[config.mk]
export PLATFORM = sky130hd
export DESIGN_NAME = dma_ext_req_detect
export DESIGN_NICKNAME = d
export VERILOG_FILES = /design/src/rtl/dma_ext_req_pkg.sv /design/src/rtl/dreq_sync.sv /design/src/rtl/req_qualifier.sv /design/src/rtl/req_tracker.sv /design/src/rtl/dma_ext_req_detect.sv
export SDC_FILE = /design/constraint.sdc
export NUM_CORES = 1
export LEC_CHECK = 0
export BUFFER_PORTS_ARGS = -buffer_cell sky130_fd_sc_hd__buf_2
export CAP_MARGIN = 20
export CORE_AREA = 2 2 39 41
export CTS_CLUSTER_SIZE = 25
export DETAILED_ROUTE_END_ITERATION = 8
export DIE_AREA = 0 0 41 43
export MAX_ROUTING_LAYER = met4
export PLACE_DENSITY_LB_ADDON = 0.12
export SETUP_SLACK_MARGIN = 0.4
export SYNTH_ARGS = -nofsm -noshare
export SYNTH_HDL_FRONTEND = slang
export SYNTH_SLANG_ARGS = --single-unit
export TNS_END_PERCENT = 20
[constraint.sdc]
create_clock -name clk -period 1.53 [get_ports clk]
set_clock_uncertainty 0.15 [all_clocks]
set_input_delay 0.3825 -clock clk [delete_from_list [all_inputs] [get_ports clk]]
set_output_delay 0.3825 -clock clk [all_outputs]
set_load 0.02 [all_outputs]
[src/rtl/dma_ext_req_pkg.sv]
// Package: shared types for the DMA external request detector.
// Assumes: the detection mode arrives as a 2-bit field, polarity in bit 1.
package dma_ext_req_pkg;

    // Decoded detection configuration; bit order matches det_mode_i.
    typedef struct packed {
        logic pol_high;   // 1: active-high / rising, 0: active-low / falling
        logic edge_sel;   // 1: edge qualified, 0: level qualified
    } det_cfg_t;

    // Minimum synchronizer depth the detector supports.
    localparam int unsigned MIN_SYNC_STAGES = 2;

endpackage

[src/rtl/dreq_sync.sv]
// Module: dreq_sync
// Brings the asynchronous request pin into the clock domain with a chain of
// STAGES flops. Assumes STAGES >= 2 and a synchronous active-low reset.
module dreq_sync #(
    parameter int unsigned STAGES = 2
) (
    input  logic clk,
    input  logic rst_n,
    input  logic async_i,
    output logic sync_o
);
    logic [STAGES-1:0] chain_q;

    generate
        genvar g;
        for (g = 0; g < STAGES; g++) begin : g_stage
            if (g == 0) begin : g_first
                // First stage: capture the raw pin.
                always_ff @(posedge clk) begin
                    if (!rst_n) chain_q[0] <= 1'b0;
                    else        chain_q[0] <= async_i;
                end
            end else begin : g_next
                // Later stages: pass the sample along the chain.
                always_ff @(posedge clk) begin
                    if (!rst_n) chain_q[g] <= 1'b0;
                    else        chain_q[g] <= chain_q[g-1];
                end
            end
        end
    endgenerate

    assign sync_o = chain_q[STAGES-1];
endmodule

[src/rtl/req_qualifier.sv]
// Module: req_qualifier
// Turns the synchronized pin into a request condition according to the
// detection configuration: level or edge, either polarity. It keeps one bit
// of history, which advances every cycle, so that edges arriving while the
// block is masked are consumed and lost. Assumes a synchronous active-low reset.
module req_qualifier
    import dma_ext_req_pkg::*;
(
    input  logic     clk,
    input  logic     rst_n,
    input  logic     sample_i,
    input  det_cfg_t cfg_i,
    output logic     hit_o
);
    logic prev_q;
    logic level_hit;
    logic rise_hit;
    logic fall_hit;
    logic edge_hit;

    // Edge history: the previous synchronized sample.
    always_ff @(posedge clk) begin
        if (!rst_n) prev_q <= 1'b0;
        else        prev_q <= sample_i;
    end

    // Qualification: choose level or edge with the configured polarity.
    always_comb begin
        level_hit = cfg_i.pol_high ? sample_i : ~sample_i;
        rise_hit  = sample_i & ~prev_q;
        fall_hit  = ~sample_i & prev_q;
        edge_hit  = cfg_i.pol_high ? rise_hit : fall_hit;
        hit_o     = cfg_i.edge_sel ? edge_hit : level_hit;
    end
endmodule

[src/rtl/req_tracker.sv]
// Module: req_tracker
// Selects the request source and applies the enable gate. It issues
// single-cycle requests and keeps at most one request pending until the
// acknowledge arrives. In level mode with the extra-transfer policy, a hit
// during the acknowledge cycle is accepted at once.
// Assumes: ack_i only arrives for a pending request.
module req_tracker (
    input  logic clk,
    input  logic rst_n,
    input  logic ext_hit_i,
    input  logic periph_hit_i,
    input  logic src_periph_i,
    input  logic level_mode_i,
    input  logic extra_xfer_i,
    input  logic enabled_i,
    input  logic ack_i,
    output logic req_o
);
    logic pending_q;
    logic req_q;
    logic src_hit;
    logic extra_window;
    logic can_accept;
    logic fire;

    // Acceptance: source select, masking window and enable gate.
    always_comb begin
        src_hit      = src_periph_i ? periph_hit_i : ext_hit_i;
        extra_window = ack_i & pending_q & extra_xfer_i & level_mode_i & ~src_periph_i;
        can_accept   = ~pending_q | extra_window;
        fire         = enabled_i & can_accept & src_hit;
    end

    // Pending flag: set by an issued request, cleared by the acknowledge.
    always_ff @(posedge clk) begin
        if (!rst_n)     pending_q <= 1'b0;
        else if (fire)  pending_q <= 1'b1;
        else if (ack_i) pending_q <= 1'b0;
    end

    // Output register: one-cycle request pulse.
    always_ff @(posedge clk) begin
        if (!rst_n) req_q <= 1'b0;
        else        req_q <= fire;
    end

    assign req_o = req_q;
endmodule

[src/rtl/dma_ext_req_detect.sv]
// Module: dma_ext_req_detect (top)
// Front end of one DMA channel. It synchronizes and qualifies the external
// request pin, or takes the peripheral pulse, gates the result with the
// enable and error flags, and issues one-cycle transfer requests.
// Assumes: periph_req_i and all control inputs are synchronous to clk.
module dma_ext_req_detect
    import dma_ext_req_pkg::*;
#(
    parameter int unsigned SYNC_STAGES = MIN_SYNC_STAGES
) (
    input  logic       clk,
    input  logic       rst_n,
    input  logic       ext_req_i,
    input  logic [1:0] det_mode_i,
    input  logic       extra_xfer_i,
    input  logic       src_periph_i,
    input  logic       periph_req_i,
    input  logic       ch_en_i,
    input  logic       ctl_en_i,
    input  logic       xfer_err_i,
    input  logic       addr_err_i,
    input  logic       nmi_flag_i,
    input  logic       ack_i,
    output logic       req_o
);
    det_cfg_t cfg;
    logic     pin_sync;
    logic     ext_hit;
    logic     enabled;

    // Decode the mode field and the enable gate.
    always_comb begin
        cfg     = det_cfg_t'(det_mode_i);
        enabled = ch_en_i & ctl_en_i & ~xfer_err_i & ~addr_err_i & ~nmi_flag_i;
    end

    dreq_sync #(.STAGES(SYNC_STAGES)) u_sync (
        .clk     (clk),
        .rst_n   (rst_n),
        .async_i (ext_req_i),
        .sync_o  (pin_sync)
    );

    req_qualifier u_qual (
        .clk      (clk),
        .rst_n    (rst_n),
        .sample_i (pin_sync),
        .cfg_i    (cfg),
        .hit_o    (ext_hit)
    );

    req_tracker u_track (
        .clk          (clk),
        .rst_n        (rst_n),
        .ext_hit_i    (ext_hit),
        .periph_hit_i (periph_req_i),
        .src_periph_i (src_periph_i),
        .level_mode_i (~cfg.edge_sel),
        .extra_xfer_i (extra_xfer_i),
        .enabled_i    (enabled),
        .ack_i        (ack_i),
        .req_o        (req_o)
    );
endmodule

==> impl_metrics.py <==
metrics = {
    "timing": {
        "max_slew_margin": 0.845,
        "timing.final.ws_setup_ns": 0.334,
        "setup_tns_ns": 0,
        "min_period_ns": 1.20,
        "hold_viol": 0,
        "fmax_mhz": 836,
        "final_max_slew_viol_count": 0,
        "fin_hold_ws_ns": 0.214,
        "finalSetupViolCount": 0,
        "finalCritPeriodShare": 0.782,
        "grt_setup_unrepaired": "true",
        "tightest_slew_ns": 0.233,
    },
    "worst_setup_path": {
        "path_buf_inv": 1,
        "slowest_stage": "dfxtp_2",
        "cpPeakStageDelay_ns": 0.31,
        "worst_setup_path_end_kind": "output port",
        "crit_family": "flip-flops",
        "worstPathRequired_ns": 1.00,
        "crit_path_max_fanout": 1,
        "critPathArrivalTime_ns": 0.66,
        "criticalPathCategory": "register to output port",
        "worstPathCellList": "buf_6",
        "start_kind": "register",
    },
    "routing": {
        "drt.antenna.violating_nets": 0,
        "firstDrtPassIters": 2,
        "vias": 207,
        "drt-vias-per-instance": 3.83,
        "drt_iter0_markers": 2,
        "drc": 0,
        "drt_wl_total_microns": 487,
        "wire_per_inst_microns": 9.02,
    },
    "placed_design": {
        "finalWeightedCongestion": 0.551,
        "pre_cts_ws_ns": 0.201,
        "portBuffers": 14,
        "place_hpwl_microns": 395,
        "place_area_sq_um": 308,
        "placed_cells_incl_taps": 50,
    },
    "synthesis": {
        "syn_avg_cell_area_sq_um": 10.9,
        "yosysTopAreaCell": "dfxtp_1",
        "synth_seq_cells": 5,
        "synthTopCellsByCount": "dfxtp_1 (5), and2_2 (3), nand2b_1 (2)",
        "async_reset_ff_frac": 0,
        "synth_ff_type": "dfxtp_1",
        "synth_edf_count": 0,
        "syn_area_sq_um": 218,
        "yosysUniqueCellTypes": 13,
        "ys_warn_count": 0,
        "synth_nets": 34,
        "yosys-top-cells-area": "dfxtp_1 (46%), and2_2 (10%), and4bb_1 (5.7%), nand2b_1 (5.7%), o31ai_2 (5.7%)",
        "synth_most_common_cell": "dfxtp_1",
        "synth_top_area_frac": 0.460,
        "syn_inst": 20,
        "yosysSeqAreaShare": 0.460,
    },
    "floorplan": {
        "die_y_microns": 43,
        "die_x_microns": 41,
        "die_area_sq_mm": 0.00176,
        "core.rowCount": 14,
        "core_sq_mm": 0.00138,
        "start_util": 0.157,
        "ios": 15,
    },
    "global_routing": {
        "grt_pass1_wl_microns": 765,
        "grt_max_degree": 6,
        "grtUsageTotal": 0.0730,
        "overflow": 0,
        "antenna_found_initial": 0,
        "grt_pass1_vias": 191,
    },
    "clock_network": {
        "cts.path.max_buffers": 2,
        "cts_tree": "done",
        "cts_setup_buffers": 0,
        "cts_resized": 3,
        "h-tree-depth": 1,
        "insertion_delay_ns": 0.24,
        "clkSinkCount": 5,
        "clockRootBuffer": "clkbuf_4",
        "cts_hold_buffers": 0,
        "cts_buffers": 3,
        "path_clk_slew_ns": 0.04,
    },
    "pwr": {
        "power.leakage_nw": 0.158,
        "vdd_drop_max_mv": 0.287,
        "powerDensity_mw_per_mm2": 934,
        "total_power_mw": 0.319,
    },
    "finish": {
        "fin_area_sq_um": 342,
        "area_growth_pct": 56.9,
        "finalNonFillerCells": 54,
        "n_antenna_cell": 0,
        "final_util": 0.247,
        "drive_gt1_frac": 0.579,
        "final.fill_count": 157,
        "nets": 53,
    },
    "flow_run": {
        "max_cap_violations": 0,
    },
    "min_path": {
        "holdCritPathClass": "input port to register",
    },
    "run_status": {
        "status": "completed",
    },
}
layout by cell type, fill, tap and decap left out:
| master | netlist | routed |
|---|---|---|
| clkbuf_1 | 0 | 1 |
| nand4b_1 | 1 | 1 |
| and4bb_1 | 1 | 1 |
| o31ai_2 | 1 | 1 |
| o31a_1 | 1 | 1 |
| o22ai_1 | 1 | 1 |
| and2_2 | 3 | 3 |
| dfxtp_1 | 5 | 4 |
| nand2b_1 | 2 | 2 |
| dfxtp_2 | 0 | 1 |
| nand2_1 | 1 | 1 |
| nand3b_1 | 1 | 1 |
| buf_6 | 0 | 1 |
| nor3_1 | 1 | 1 |
| buf_2 | 0 | 13 |
| clkbuf_4 | 0 | 3 |
| xor2_1 | 1 | 1 |
| xnor2_1 | 1 | 1 |
flip-flops by register name, indices dropped and copies added (netlist names):
| name | count |
|---|---|
| u_qual.prev_q | 1 |
| u_sync.chain_q | 1 |
| u_sync.sync_o | 1 |
| u_track.pending_q | 1 |
| u_track.req_o | 1 |
cell type report:
cell class / instances / area [sq um] / area share
Tap cell: 16 / 20.0 / 0.0586
Clock buffer: 4 / 26.3 / 0.0769
Sequential cell: 5 / 101 / 0.297
Timing Repair Buffer: 14 / 76.3 / 0.223
Multi-Input combinational cell: 15 / 118 / 0.344
worst paths after layout:
check,to,cells after the start,start,slack (ns)
worst max-delay path,req_o,1,u_track.req_o,0.33
worst min-delay path,u_sync.chain_q[0],2,ext_req_i,0.21
worst max register to register,u_track.pending_q,3,u_sync.sync_o,0.48
worst min register to register,u_sync.sync_o,1,u_sync.chain_q[0],0.29
report_power, final:
part,internal (mW),total [mW],switching [mW]
clock network,0.0984,0.149,0.0511
logic,0.0210,0.0335,0.0125
registers,0.134,0.136,0.00171
routing by layer:
| layer | GRT usage | share of wire |
|---|---|---|
| met5 | - | 0 |
| met4 | 0.0600 | 0.0082 |
| met3 | 0.0471 | 0.11 |
| met2 | 0.0906 | 0.45 |
| met1 | 0.0769 | 0.43 |
logic make-up (layout without fill, tap and decap cells):
logic type	after synthesis	in the layout	synth area share
AO/OA/AOI/OAI	3	3	0.126
XOR/XNOR	2	2	0.0805
buffers and inverters	0	18	0
flip-flops	5	5	0.460
AND/OR/NAND/NOR	10	10	0.333
Power figures use the tool's default switching activity.
